`src/rtl/dacc_pkg.sv`:
```
package dacc_pkg;
  typedef enum logic [1:0] {
    OP_ADD  = 2'd0,
    OP_SUB  = 2'd1,
    OP_LOAD = 2'd2,
    OP_NEG  = 2'd3
  } dacc_op_e;
endpackage

```
`src/rtl/dacc_addsub.sv`:
```
module dacc_addsub import dacc_pkg::*; #(
  parameter int ACC_W = 40
) (
  input  logic [ACC_W-1:0] acc_i,
  input  logic [ACC_W-1:0] operand_i,
  input  dacc_op_e         op_i,
  output logic [ACC_W:0]   sum_ext_o
);
  logic             zero_a, invert_b;
  logic [ACC_W-1:0] a_side, b_side;

  assign zero_a   = (op_i == OP_LOAD) || (op_i == OP_NEG);
  assign invert_b = (op_i == OP_SUB)  || (op_i == OP_NEG);
  assign a_side   = zero_a ? '0 : acc_i;
  assign b_side   = invert_b ? ~operand_i : operand_i;

  // one extra sign bit keeps the true sign of the sum
  assign sum_ext_o = {a_side[ACC_W-1], a_side} + {b_side[ACC_W-1], b_side}
                   + {{ACC_W{1'b0}}, invert_b};
endmodule

```
`src/rtl/dacc_sat.sv`:
```
module dacc_sat #(
  parameter int ACC_W    = 40,
  parameter int NARROW_W = 32
) (
  input  logic [ACC_W:0]   sum_ext_i,
  input  logic             sat_en_i,
  input  logic             wide_i,
  output logic [ACC_W-1:0] result_o,
  output logic             guard_ovf_o,
  output logic             sat_evt_o
);
  localparam int GUARD_W = ACC_W - NARROW_W;
  localparam logic [ACC_W-1:0] MAX_W = {1'b0, {(ACC_W-1){1'b1}}};
  localparam logic [ACC_W-1:0] MIN_W = {1'b1, {(ACC_W-1){1'b0}}};
  localparam logic [ACC_W-1:0] MAX_N = {{(GUARD_W+1){1'b0}}, {(NARROW_W-1){1'b1}}};
  localparam logic [ACC_W-1:0] MIN_N = {{(GUARD_W+1){1'b1}}, {(NARROW_W-1){1'b0}}};

  logic [ACC_W-1:0] raw;
  logic             true_neg, cat_ovf, out_narrow;
  logic [GUARD_W-1:0] guard;
  logic [GUARD_W+1:0] top_n;

  assign raw        = sum_ext_i[ACC_W-1:0];
  assign true_neg   = sum_ext_i[ACC_W];
  assign cat_ovf    = sum_ext_i[ACC_W] ^ sum_ext_i[ACC_W-1];
  assign guard      = raw[ACC_W-1:NARROW_W];
  assign guard_ovf_o = !((&guard) || !(|guard));
  assign top_n      = sum_ext_i[ACC_W:NARROW_W-1];
  assign out_narrow = !((&top_n) || !(|top_n));

  always_comb begin
    result_o  = raw;
    sat_evt_o = cat_ovf;
    if (sat_en_i) begin
      if (wide_i) begin
        if (cat_ovf) result_o = true_neg ? MIN_W : MAX_W;
      end else begin
        sat_evt_o = out_narrow;
        if (out_narrow) result_o = true_neg ? MIN_N : MAX_N;
      end
    end
  end

  always_comb begin
    if (sat_en_i && wide_i && cat_ovf)
      a_clamp_w_r6: assert (result_o == MAX_W || result_o == MIN_W);
    if (sat_en_i && !wide_i)
      a_narrow_range_r7: assert ((&result_o[ACC_W-1:NARROW_W-1]) ||
                                 !(|result_o[ACC_W-1:NARROW_W-1]));
  end
endmodule

```
`src/rtl/dacc_reg.sv`:
```
module dacc_reg #(
  parameter int ACC_W = 40
) (
  input  logic             clk_i,
  input  logic             rst_ni,
  input  logic             we_i,
  input  logic [ACC_W-1:0] result_i,
  input  logic             guard_ovf_i,
  input  logic             sat_evt_i,
  input  logic             clr_i,
  output logic [ACC_W-1:0] acc_o,
  output logic             ovf_o,
  output logic             sat_o
);
  always_ff @(posedge clk_i or negedge rst_ni) begin
    if (!rst_ni) begin
      acc_o <= '0;
      ovf_o <= 1'b0;
      sat_o <= 1'b0;
    end else begin
      if (we_i) begin
        acc_o <= result_i;
        ovf_o <= guard_ovf_i;
      end
      // a new event beats a clear in the same cycle
      if (we_i && sat_evt_i) sat_o <= 1'b1;
      else if (clr_i)        sat_o <= 1'b0;
    end
  end

  p_sticky_r9: assert property (@(posedge clk_i) disable iff (!rst_ni)
    sat_o && !clr_i |=> sat_o);
  p_clear_r9: assert property (@(posedge clk_i) disable iff (!rst_ni)
    clr_i && !(we_i && sat_evt_i) |=> !sat_o);
  p_hold_r4: assert property (@(posedge clk_i) disable iff (!rst_ni)
    !we_i |=> $stable(acc_o) && $stable(ovf_o));
endmodule

```
`src/rtl/dacc_unit.sv`:
```
module dacc_unit import dacc_pkg::*; #(
  parameter int ACC_W    = 40,
  parameter int NARROW_W = 32
) (
  input  logic             clk_i,
  input  logic             rst_ni,
  input  logic             op_valid_i,
  input  logic [1:0]       op_i,
  input  logic             acc_sel_i,
  input  logic [ACC_W-1:0] operand_i,
  input  logic [1:0]       sat_en_i,
  input  logic             sat_wide_i,
  input  logic [1:0]       sat_clr_i,
  input  logic [1:0]       ovf_trap_en_i,
  input  logic             cat_trap_en_i,
  output logic [ACC_W-1:0] acc_a_o,
  output logic [ACC_W-1:0] acc_b_o,
  output logic [1:0]       ovf_o,
  output logic [1:0]       sat_o,
  output logic             ovf_any_o,
  output logic             sat_any_o,
  output logic             ovf_trap_o,
  output logic             cat_trap_o
);
  localparam int N_ACC = 2;

  logic [ACC_W-1:0] acc_q [N_ACC];
  logic [ACC_W-1:0] src_acc, result;
  logic [ACC_W:0]   sum_ext;
  logic             guard_ovf, sat_evt, sel_sat_en;

  assign src_acc    = acc_q[acc_sel_i];
  assign sel_sat_en = sat_en_i[acc_sel_i];

  dacc_addsub #(.ACC_W(ACC_W)) u_addsub (
    .acc_i     (src_acc),
    .operand_i (operand_i),
    .op_i      (dacc_op_e'(op_i)),
    .sum_ext_o (sum_ext)
  );

  dacc_sat #(.ACC_W(ACC_W), .NARROW_W(NARROW_W)) u_sat (
    .sum_ext_i   (sum_ext),
    .sat_en_i    (sel_sat_en),
    .wide_i      (sat_wide_i),
    .result_o    (result),
    .guard_ovf_o (guard_ovf),
    .sat_evt_o   (sat_evt)
  );

  for (genvar g = 0; g < N_ACC; g++) begin : g_acc
    dacc_reg #(.ACC_W(ACC_W)) u_reg (
      .clk_i       (clk_i),
      .rst_ni      (rst_ni),
      .we_i        (op_valid_i && (acc_sel_i == 1'(g))),
      .result_i    (result),
      .guard_ovf_i (guard_ovf),
      .sat_evt_i   (sat_evt),
      .clr_i       (sat_clr_i[g]),
      .acc_o       (acc_q[g]),
      .ovf_o       (ovf_o[g]),
      .sat_o       (sat_o[g])
    );
  end

  assign acc_a_o    = acc_q[0];
  assign acc_b_o    = acc_q[1];
  assign ovf_any_o  = |ovf_o;
  assign sat_any_o  = |sat_o;
  assign ovf_trap_o = |(ovf_o & ovf_trap_en_i);
  assign cat_trap_o = cat_trap_en_i && |(sat_o & ~sat_en_i);

  p_cat_trap_r11: assert property (@(posedge clk_i) disable iff (!rst_ni)
    cat_trap_o |-> sat_any_o && (sat_en_i != 2'b11));
  p_idle_r4: assert property (@(posedge clk_i) disable iff (!rst_ni)
    !op_valid_i |=> $stable(acc_a_o) && $stable(acc_b_o) && $stable(ovf_o));
endmodule

```
`config.mk`:
```
export PLATFORM = sky130hd
export DESIGN_NAME = dacc_unit
export DESIGN_NICKNAME = d
export VERILOG_FILES = /design/src/rtl/dacc_pkg.sv /design/src/rtl/dacc_addsub.sv /design/src/rtl/dacc_sat.sv /design/src/rtl/dacc_reg.sv /design/src/rtl/dacc_unit.sv
export SDC_FILE = /design/constraint.sdc
export NUM_CORES = 1
export LEC_CHECK = 0
export BUFFER_PORTS_ARGS = -buffer_cell sky130_fd_sc_hd__buf_4
export CELL_PAD_IN_SITES_DETAIL_PLACEMENT = 0
export CELL_PAD_IN_SITES_GLOBAL_PLACEMENT = 1
export CORE_MARGIN = 2
export CORE_UTILIZATION = 38
export CTS_CLUSTER_DIAMETER = 150
export DETAILED_ROUTE_END_ITERATION = 12
export PLACE_DENSITY_LB_ADDON = 0.1
export SLEW_MARGIN = 10
export SYNTH_ARGS = -nofsm -noshare
export SYNTH_HDL_FRONTEND = slang
export SYNTH_SLANG_ARGS = --single-unit
```
`constraint.sdc`:
```
create_clock -name clk_i -period 4.25 [get_ports clk_i]
set_clock_uncertainty 0.2 [all_clocks]
set_input_delay 0.425 -clock clk_i [delete_from_list [all_inputs] [get_ports clk_i]]
set_output_delay 0.425 -clock clk_i [all_outputs]
set_load 0.05 [all_outputs]
```
# ---- Yosys cells after proc, flatten, opt, wreduce, memory -nomap -nowiden
# Cells that the tools add are included.
dict set report totals {
  register_bits 84
  latchBits 0
  ram_bits 0
  rom_bits 0
  in_bits 54
  word_cells 62
  n_memories 0
}
dict set report classes {
  addsub 2
  mul 0
  div_mod_pow 0
  n_lt_le_gt_ge 2
  eq_ne 3
  n_shift 0
  n_mux 19
  n_bitwise 7
  n_reduce_logical 23
}
# op count
set ops {}
lappend ops {{2-to-1 mux 40 bit} 11}
lappend ops {{adder 40 x 40 -> 41 bit} 1}
lappend ops {{adder 41 x 1 -> 41 bit} 1}
lappend ops {{NOT 40 bit} 1}
lappend ops {{AND reduction 10 bit} 1}
lappend ops {{OR reduction 10 bit} 1}
lappend ops {{2-to-1 mux 1 bit} 8}
lappend ops {{AND reduction 8 bit} 1}
lappend ops {{OR reduction 2 bit} 4}
lappend ops {{OR reduction 8 bit} 1}
lappend ops {{logical AND 1 bit} 5}
lappend ops {{AND 2 bit} 2}
lappend ops {{== test 2 bit, second input constant} 2}
lappend ops {{zero test 1 bit} 4}
lappend ops {{logical OR 1 bit} 4}
lappend ops {{nonzero test 2 bit} 2}
lappend ops {{== test 2 x 1 -> 1 bit, second input constant} 1}
lappend ops {{>= comparator 2 bit, second input constant} 1}
lappend ops {{less-than comparator 1 x 2 -> 1 bit, second input constant} 1}
lappend ops {{NOT 1 -> 2 bit} 1}
lappend ops {{NOT 2 bit} 1}
lappend ops {{NOT 1 bit} 1}
lappend ops {{XOR 1 bit} 1}

# ---- Longest topological paths before layout
# Gate-level depths: netlist (run 1).
dict set report logic_depth {
  word_depth 15
  ltp_mapped 25
  ltp_nobuf 21
}

# ---- By module
# A second synthesis (run 1) with hierarchy kept.
dict set report unflattened {
  cells_unflattened 741
  area_unflattened_um2 7793.7
}
# mod n_inst cells_each area_each_um2 seq_area_each_um2
set modules_own_cells {}
lappend modules_own_cells {dacc_reg 2 91 1762.9 1051.0}
lappend modules_own_cells {dacc_addsub 1 411 2869.0 0.0}
lappend modules_own_cells {dacc_unit 1 54 744.5 0.0}
lappend modules_own_cells {dacc_sat 1 94 654.4 0.0}

# ---- Worst setup path after synthesis (run 1)
# Ideal clock, no wire load.
dict set report synth_path {
  path_type {input -> register}
  start {input port acc_sel_i}
  end {register g_acc[0].u_reg.acc_o[5]}
  t_arrival_ns 5.483
  setup_slack_ns -1.571
  cell_stages 24
  path_buffers 5
  path_cell_list {buf_2 buf_1 clkbuf_1 mux2i_1 nor2_1 ha_1 clkbuf_1 nand4_1 or3_1 a2111oi_2 o31ai_1 a21oi_1 nor4_1 a311oi_1 inv_1 ha_1 inv_1 nor2_1 nand2_1 nand2_1 clkbuf_1 nor2_1 o21ai_0 o211ai_1}
}
dict set report synth_between {
  elab_chain_len 13
  elab_cells_between_ends 22
  classes_between {add/sub: 2; mux: 12; bitwise: 3; reduce/logical: 5}
}
# item line
set synth_rtl {}
lappend synth_rtl {{start, declared} dacc_unit.sv:9} ;# input logic acc_sel_i,
lappend synth_rtl {{NOT 1 -> 2 bit (implied by the code)} dacc_unit.sv:32} ;# assign src_acc = acc_q[acc_sel_i];
lappend synth_rtl {{2-to-1 mux 40 bit (implied by the code) (3 in a row)} dacc_unit.sv:32}
lappend synth_rtl {{2-to-1 mux 40 bit} dacc_addsub.sv:14} ;# assign a_side = zero_a ? '0 : acc_i;
lappend synth_rtl {{adder 40 x 40 -> 41 bit} dacc_addsub.sv:18} ;# assign sum_ext_o = {a_side[ACC_W-1], a_side} + {b_side[ACC_W-1], b_side}
lappend synth_rtl {{adder 41 x 1 -> 41 bit} dacc_addsub.sv:19} ;# + {{ACC_W{1'b0}}, invert_b};
lappend synth_rtl {{OR reduction 10 bit} dacc_sat.sv:29} ;# assign out_narrow = !((&top_n) || !(|top_n));
lappend synth_rtl {{zero test 1 bit} dacc_sat.sv:29}
lappend synth_rtl {{logical OR 1 bit} dacc_sat.sv:29}
lappend synth_rtl {{2-to-1 mux 40 bit} dacc_sat.sv:39} ;# if (out_narrow) result_o = true_neg ? MIN_N : MAX_N;
lappend synth_rtl {{2-to-1 mux 40 bit} dacc_sat.sv:35} ;# if (wide_i) begin
lappend synth_rtl {{2-to-1 mux 40 bit} dacc_sat.sv:34} ;# if (sat_en_i) begin
lappend synth_rtl {{end signal, assigned} dacc_reg.sv:22} ;# acc_o <= result_i;
lappend synth_rtl {{end, declared} dacc_reg.sv:11} ;# output logic [ACC_W-1:0] acc_o,
# Several ways; a longest one is shown, not always the timed one. The select of a mux whose other input is x is not followed.
# A chain may end at the register's enable or synchronous reset.

# ---- Worst setup path after layout (run 1)
dict set report layout_path {
  start {register g_acc[0].u_reg.acc_o[14]}
  end {register g_acc[1].u_reg.acc_o[26]}
}
dict set report layout_between {
  elab_chain_len 12
  elab_cells_between_ends 17
  classes_between {add/sub: 2; mux: 10; bitwise: 1; reduce/logical: 4}
}
# item line
set layout_rtl {}
lappend layout_rtl {{2-to-1 mux 40 bit (implied by the code) (*) (3 in a row)} dacc_unit.sv:32}
lappend layout_rtl {{2-to-1 mux 40 bit (*)} dacc_addsub.sv:14}
lappend layout_rtl {{adder 40 x 40 -> 41 bit (*)} dacc_addsub.sv:18}
lappend layout_rtl {{adder 41 x 1 -> 41 bit (*)} dacc_addsub.sv:19}
lappend layout_rtl {{OR reduction 10 bit} dacc_sat.sv:29}
lappend layout_rtl {{zero test 1 bit} dacc_sat.sv:29}
lappend layout_rtl {{logical OR 1 bit} dacc_sat.sv:29}
lappend layout_rtl {{2-to-1 mux 40 bit} dacc_sat.sv:39}
lappend layout_rtl {{2-to-1 mux 40 bit} dacc_sat.sv:35}
lappend layout_rtl {{2-to-1 mux 40 bit (*)} dacc_sat.sv:34}
lappend layout_rtl {{end signal, assigned} dacc_reg.sv:22}
lappend layout_rtl {{end, declared} dacc_reg.sv:11}
# Every way passes the cells marked *; elsewhere a longest branch is shown, timed or not. The select of a mux whose other input is x is not followed.

==> reports/summary.txt, run 1 <==
Vias in the first global route -> 8368
Die width -> 146 um
Final critical-path required period -> 4.24 ns
Fill cell count -> 1926
Yosys warnings -> 0
DRT Wirelength -> 28.8 mm
Area grow syn2layout -> 49.3%
Post-synth cell types -> 69
I/O pins -> 142
Status -> completed
Site Rows -> 52
Core box area -> 0.0201 mm^2
Critical hold path startpoint -> sat_clr_i[1]
First-pass detailed-route iteration total -> 7
Number of synthesized register bits -> 84
N_diodes -> 0
Overflow after GRT -> 0
Clk_lat worst skew -> 0.36 ns
Syn Inst Count -> 988
Post-synth EDFFs -> 0
Initial antenna violation count -> 0
Switch Pwr -> 4.25 mW
Slew Viols, Final -> 0
CP Capture Type -> flip-flop
Setup-failing EPs final -> 0
Iter 0 DRT Violations -> 534
Share of cells above drive strength 1 -> 36.6%
Syn_area_per_cell -> 7.81 um^2
H-tree depth -> 3
PnR Total Power -> 8.34 mW
Avg WL per Cell -> 18.3 um
Net Count, Synth -> 1084
Flop2flop setup slack -> 0.01 ns
Peak VDD IR -> 0.384 mV
Max Freq -> 236 MHz
Required @ worst endpoint -> 4.24 ns
Final Hold Vio Count -> 0
Least-Margin Pin Slew -> 0.993 ns
Startpoint types -> flip-flop
Nets -> 1396
Clock power share -> 10.2%
DR vias -> 8513
Ratio of final minimum period to clock period -> 99.7%
Post-Synth Simple-Gate Area -> 19.7%
Power density over the cells -> 724 mW/mm^2
Reg2reg end -> g_acc[1].u_reg.acc_o[26]
Die area -> 0.0215 mm^2
Largest family of logic cells by synthesized area -> compound AO/OA/AOI/OAI gates
Sequential share of the synthesized area -> 27.2%
Hpwl dp -> 21.5 mm
Total of max-cap violations -> 0
Worst hold path depth -> 2
Worst EP arrival -> 4.22 ns
Lkg Pwr -> 5.42 nW
Worst r2r src -> g_acc[0].u_reg.acc_o[14]
RSZ-0062 raised after global routing -> yes
Adder-cell share of the synthesized area -> 6.91%
RePlAce Congestion -> 0.974
Synth Area in XOR/XNOR -> 8.17%
Total Neg Setup Slack -> 0 ns
Clk slew on worst S/H paths -> 0.07 ns
CP max FO -> 11
Internal -> 4.09 mW
Synth Area in Compound Gates -> 26.6%
CTS Buf Count -> 9
Mux cell area share after synthesis -> 5.85%
CTS Buffer Depth -> 2
Comb power frac -> 71.6%
Initial core utilization -> 38.4%
Multi-input gate area -> 0.00557 mm^2
Synth Flop Type -> dfrtp_1
Sequential standard cell area -> 0.00210 mm^2
Sw frac -> 51.0%
Gr usage total -> 25.8%
Residual DRC -> 0
Hold endpoint -> g_acc[1].u_reg.sat_o
Rel. slew slack -> 33.5%
Post-DR vias/cell -> 5.41
Reg2reg path depth -> 20
DRT antenna net count -> 0
First-pass GRT wire length -> 44.4 mm
Die span in y -> 146 um
Setup ws final -> 0.0146 ns
Largest net degree at the start of global routing -> 58
Setup CP Type -> reg2reg
Post-synthesis cell area -> 0.00771 mm^2
Clk Tree Root Cell -> clkbuf_16
Sink Count -> 84
Asr flop ratio synth -> 100%
Port Buffers -> 141
CTS tree -> done
Hold WC Path Type -> in2reg
Setup WS pre-CTS -> -0.670 ns
Sequential Power Share -> 18.2%
-- worst max-delay path: stages, from the launching register on --
cell	delay, ns
dfrtp_1	0.38
mux2i_1	0.13
nor2_1	0.07
ha_1	0.35
nand2_1	0.11
o21bai_1	0.19
a211o_1	0.37
a2111oi_4	0.39
o31ai_2	0.12
a21oi_2	0.18
buf_4	0.14
a311oi_4	0.10
inv_2	0.09
ha_4	0.12
inv_2	0.03
or2_4	0.24
o211a_1	0.24
a2bb2oi_4	0.18
buf_6	0.17
buf_12	0.16
o211ai_1	0.09
-- Yosys cell counts, types with 6 or more instances --
cell       number  area (um^2)
nand2_1       129          484
nor2_1        118          443
o211ai_1       85          638
dfrtp_1        84         2100
o21ai_0        84          420
clkbuf_1       52          195
xor2_1         50          438
a21oi_1        47          235
mux2i_1        44          440
ha_1           41          513
inv_1          22         82.6
xnor2_1        22          193
nor3_1         15         75.1
buf_2          13         65.1
nand4_1        11         68.8
nand3_1        10         50.1
o2111ai_1       9         78.8
a21o_1          8         60.1
buf_4           8         60.1
nand2b_1        8         50.1
nor2b_1         8         50.1
nor4_1          8         50.1
o21bai_1        8         60.1
and3_1          7         43.8
a211oi_1        6         45.0
o21a_1          6         45.0
-- cell usage in the layout, fill, tap and decap left out, types with 33 or more instances in the layout --
cell,instances
a21oi_1,33
o21ai_0,71
xor2_1,49
ha_1,38
nor2_1,116
dfrtp_1,84
buf_4,353
mux2i_1,41
o211ai_1,85
nand2_1,122
-- power groups by stage --
stage	combinational, mW	clock [mW]	sequential, mW
6_report	5.97	0.853	1.52
3_3_place_gp	5.57	0	1.53
4_1_cts	5.76	0.868	1.51
2_1_floorplan	2.24	0	2.72
3_5_place_dp	5.61	0	1.52
5_1_grt	6.38	0.894	1.56
-- state kept, by name, summed over array words and instances (netlist names) --
signal and flops:
g_acc.u_reg.acc_o 80, g_acc.u_reg.ovf_o 2, g_acc.u_reg.sat_o 2
-- logic make-up after synthesis --
| logic type | Yosys count |
|---|---|
| AND/OR/NAND/NOR | 338 |
| buffers and inverters | 101 |
| flip-flops | 84 |
| multiplexers | 45 |
| XOR/XNOR | 72 |
| AO/OA/AOI/OAI | 306 |
| adder cells (fa/ha/maj) | 42 |
-- cell type report --
class                   instances  share of cell area, %
flip-flops and latches         84                   18.3
clock buffers                  11                   2.19
well taps                     270                   2.93
repair buffers                380                   27.0
clock inverters                 5                  0.522
inverters                      22                  0.739
multi-input cells             803                   48.4
-- how the worst max path moves through the flow --
stage | start | to | slack [ns] | depth (start not counted)
after global placement | acc_sel_i | g_acc[0].u_reg.acc_o[22] | -0.62 | 23
after CTS | acc_sel_i | g_acc[1].u_reg.acc_o[25] | 0.0004 | 24
after detailed placement | acc_sel_i | g_acc[1].u_reg.acc_o[30] | -0.67 | 22
after global routing | g_acc[1].u_reg.acc_o[8] | g_acc[1].u_reg.acc_o[12] | -0.17 | 21
after floorplan | acc_sel_i | g_acc[0].u_reg.acc_o[0] | -0.21 | 21
final | g_acc[0].u_reg.acc_o[14] | g_acc[1].u_reg.acc_o[26] | 0.01 | 20
-- through the flow --
stage / std cells / instance area [um^2] / hold WS [ns] / util [%]
after CTS: 1563 / 11200 / 0.0465 / 55.7
after detailed placement: 1538 / 10700 / 0.312 / 53.2
after floorplan: 988 / 8030 / -0.0706 / -
final: 1575 / 11500 / 0.0470 / 57.3
after global routing: 1575 / 11500 / 0.0664 / 57.3
after global placement: 1538 / 10700 / 0.302 / 53.2
-- timing repair --
action                     4_1_cts  5_1_grt
setup buffers                    7       10
gates resized for setup         29       51
hold endpoints to repair        54        0
hold buffers                     1        0
setup endpoints to repair       80       80
pin swaps                       13       14
cloned                           1        3
-- metal layers --
metal | track usage [%] | part of all wire, % | up-vias
li1 | - | - | 4182
met1 | 37.2 | 48 | 4114
met2 | 42.2 | 47 | 194
met3 | 2.47 | 3.7 | 23
met4 | 5.63 | 1.3 | 0
met5 | 0 | 0 | -
Power figures use the tool's default switching activity.
==> run 2: changes to the inputs <==
--- a/config.mk
+++ b/config.mk
@@ -9,5 +9,5 @@
 export CELL_PAD_IN_SITES_DETAIL_PLACEMENT = 0
 export CELL_PAD_IN_SITES_GLOBAL_PLACEMENT = 1
-export CORE_MARGIN = 2
+export CORE_MARGIN = 1
 export CORE_UTILIZATION = 38
 export CTS_CLUSTER_DIAMETER = 150
==> constraint.sdc (replaced) <==
create_clock -name clk_i -period 4.25 [get_ports clk_i]
set_clock_uncertainty 0.2 [all_clocks]
set_input_delay 1.0625 -clock clk_i [delete_from_list [all_inputs] [get_ports clk_i]]
set_output_delay 1.0625 -clock clk_i [all_outputs]
set_load 0.05 [all_outputs]
==> reports/summary.txt, run 2 (synthesis results as in run 1) <==
DRT Wirelength -> 31.5 mm (+9.3%)
Overflow after GRT -> 0 (unchanged)
Iter 0 DRT Violations -> 453 (-15%)
Worst-path cell chain -> buf_16 -> buf_12 -> buf_4 -> mux2i_1 -> nor2_1 -> ha_1 -> a21oi_1 -> o21ai_2 -> a211oi_4 -> a2111oi_4 -> o31ai_2 -> a21oi_2 -> nor4_4 -> a311oi_4 -> inv_2 -> ha_4 -> inv_2 -> or2_4 -> o211a_1 -> a2bb2oi_4 -> buf_12 -> clkbuf_16 -> o211ai_1
Commonest non-fill, non-tap cell in the layout -> buf_4
Largest net degree at the start of global routing -> 41 (-29%)
CP Capture Type -> flip-flop
Final critical-path required period -> 5.00 ns (+0.765 ns)
Setup CP Type -> in2reg
Reg2reg end -> g_acc[0].u_reg.acc_o[28]
Power density over the cells -> 714 mW/mm^2 (-1.4%)
Worst EP arrival -> 5.00 ns (+0.78 ns)
Rel. slew slack -> 33.0% (-0.56 points)
Clk slew on worst S/H paths -> 0.07 ns (about the same)
Ratio of final minimum period to clock period -> 118% (+18 points)
CTS Buf Count -> 9 (unchanged)
Gr usage total -> 30.0% (+4.2 points)
CTS Buffer Depth -> 2 (unchanged)
Clk Tree Root Cell -> clkbuf_16
Critical hold path startpoint -> g_acc[0].u_reg.acc_o[39]
CP max FO -> 8 (-3)
First-pass detailed-route iteration total -> 4 (-3)
Total of max-cap violations -> 0 (unchanged)
DRT antenna net count -> 0 (unchanged)
Clk_lat worst skew -> 0.36 ns (about the same)
Hold buffer count at CTS -> 0 (-1)
Worst r2r src -> g_acc[1].u_reg.acc_o[30]
Initial core utilization -> 39.3% (+0.88 points)
Setup ws final -> -0.751 ns (-0.765 ns)
Die area -> 0.0209 mm^2 (-2.7%)
Setup-failing EPs final -> 82 (+82)
Slew Viols, Final -> 0 (unchanged)
Least-Margin Pin Slew -> 1.01 ns (+0.0119 ns)
Nets -> 1494 (+7.0%)
PnR Total Power -> 9.19 mW (+10%)
Sequential standard cell area -> 0.00210 mm^2 (unchanged)
Worst hold path depth -> 2 (unchanged)
Multi-input gate area -> 0.00594 mm^2 (+6.5%)
Reg2reg path depth -> 19 (-5.0%)
Required @ worst endpoint -> 4.25 ns (about the same)
Area grow syn2layout -> 66.9%
Avg WL per Cell -> 18.9 um (+3.2%)
Startpoint types -> input port
Commonest non-fill, non-tap cells in the layout -> buf_4, nand2_1, nor2_1, o211ai_1, dfrtp_1
Hpwl dp -> 22.5 mm (+4.5%)
H-tree depth -> 3 (unchanged)
Final Hold Vio Count -> 0 (unchanged)
Violated checks -> negative setup slack
RePlAce Congestion -> 0.928 (-4.8%)
Sink Count -> 84 (unchanged)
Vias in the first global route -> 8795 (+5.1%)
Core box area -> 0.0197 mm^2 (-2.2%)
RSZ-0062 raised after global routing -> yes
Hold endpoint -> g_acc[0].u_reg.acc_o[39]
Non-Filler Instances -> 1668 (+5.9%)
CTS tree -> done
Fill cell count -> 1762 (-8.5%)
Largest register FFs -> 80 (unchanged)
Die span in y -> 144 um (-1.4%)
Largest Register -> g_acc.u_reg.acc_o
Site Rows -> 51 (-1.9%)
Total Neg Setup Slack -> -56.66 ns (-56.66 ns)
Die width -> 144 um (-1.4%)
Flop2flop setup slack -> -0.12 ns (-0.13 ns)
Hold WC Path Type -> reg2reg
N_diodes -> 0 (unchanged)
Port Buffers -> 141 (unchanged)
Top flop regs -> g_acc.u_reg.acc_o (80), g_acc.u_reg.ovf_o (2), g_acc.u_reg.sat_o (2)
Status -> complete, but fails checks
Residual DRC -> 0 (unchanged)
Worst path slowest cell -> o31ai_2
Max Freq -> 200 MHz (-15%)
Peak VDD IR -> 0.465 mV (+21%)
Placed Instances -> 1604 (+4.3%)
Share of cells above drive strength 1 -> 43.8% (+7.1 points)
DR vias -> 9006 (+5.8%)
I/O pins -> 142 (unchanged)
Post-DR vias/cell -> 5.40 (-0.11%)
Initial antenna violation count -> 0 (unchanged)
Largest stage delay on the critical path -> 0.34 ns (-0.05 ns)
First-pass GRT wire length -> 47.6 mm (+7.1%)
Lkg Pwr -> 6.08 nW (+12%)
-- run 2: cell types whose count changed in the layout (fill, tap and decap cells not counted), sizes merged --
cell / before / now
buf: 377 / 471
dlygate4sd3: 1 / 0
clkbuf: 13 / 15
bufbuf: 0 / 2
clkinv: 3 / 1
inv: 22 / 25
-- run 2: timing repair --
action                     CTS  global route
gates cloned                 6             5
buffers inserted            27            13
hold endpoints to repair     0             0
resized for setup           98           105
pin swaps                   52            77
setup endpoints to repair   84            84
-- run 2: metal layers --
| metal | wire length (um) | vias to the layer above | track usage, % |
|---|---|---|---|
| li1 | - | 4392 | - |
| met1 | 14900 | 4356 | 41.4 |
| met2 | 14800 | 217 | 48.6 |
| met3 | 1140 | 41 | 3.71 |
| met4 | 634 | 0 | 9.03 |
| met5 | 0 | - | 0 |
-- run 2: worst max path at each step --
stage	start	endpoint	slack [ns]
final	acc_sel_i	g_acc[0].u_reg.acc_o[28]	-0.75
after global routing	acc_sel_i	g_acc[1].u_reg.acc_o[12]	-0.92
after CTS	acc_sel_i	g_acc[1].u_reg.acc_o[26]	-0.64
after detailed placement	acc_sel_i	g_acc[0].u_reg.acc_o[27]	-1.25
after global placement	acc_sel_i	g_acc[0].u_reg.acc_o[27]	-1.19
after floorplan	acc_sel_i	g_acc[0].u_reg.acc_o[0]	-0.85
-- run 2: per-stage QoR --
stage / cell area, um^2 / util (%) / setup slack [ns] / hold WS [ns]
finish: 12900 / 65.5 / -0.751 / 0.325
global route: 12900 / 65.5 / -0.920 / 0.366
CTS: 12300 / 62.4 / -0.644 / 0.328
detailed placement: 11300 / 57.3 / -1.25 / 0.304
global placement: 11300 / 57.3 / -1.19 / 0.295
floorplan: 8030 / - / -0.847 / 0.293
-- run 2: area by class of cell --
cell class	count	share of cell area, %
multi-input cells	803	46.1
flip-flops and latches	84	16.3
clock buffers	10	1.86
clock inverters	6	0.534
inverters	22	0.661
well taps	265	2.57
repair buffers	478	32.0
-- run 2: power by group --
part           leakage, nW  internal, mW  total [mW]  switching [mW]
clock                0.150         0.478       0.860           0.382
sequential            1.04          1.17        1.45           0.275
combinational         4.90          2.96        6.88            3.92
-- run 2: critical path, delay by kind of cell --
kind	cells	cell delay, ns
adder cells (fa/ha/maj)	2	0.44
AND/OR/NAND/NOR	3	0.62
AO/OA/AOI/OAI	10	1.80
buffers and inverters	7	0.88
multiplexers	1	0.17
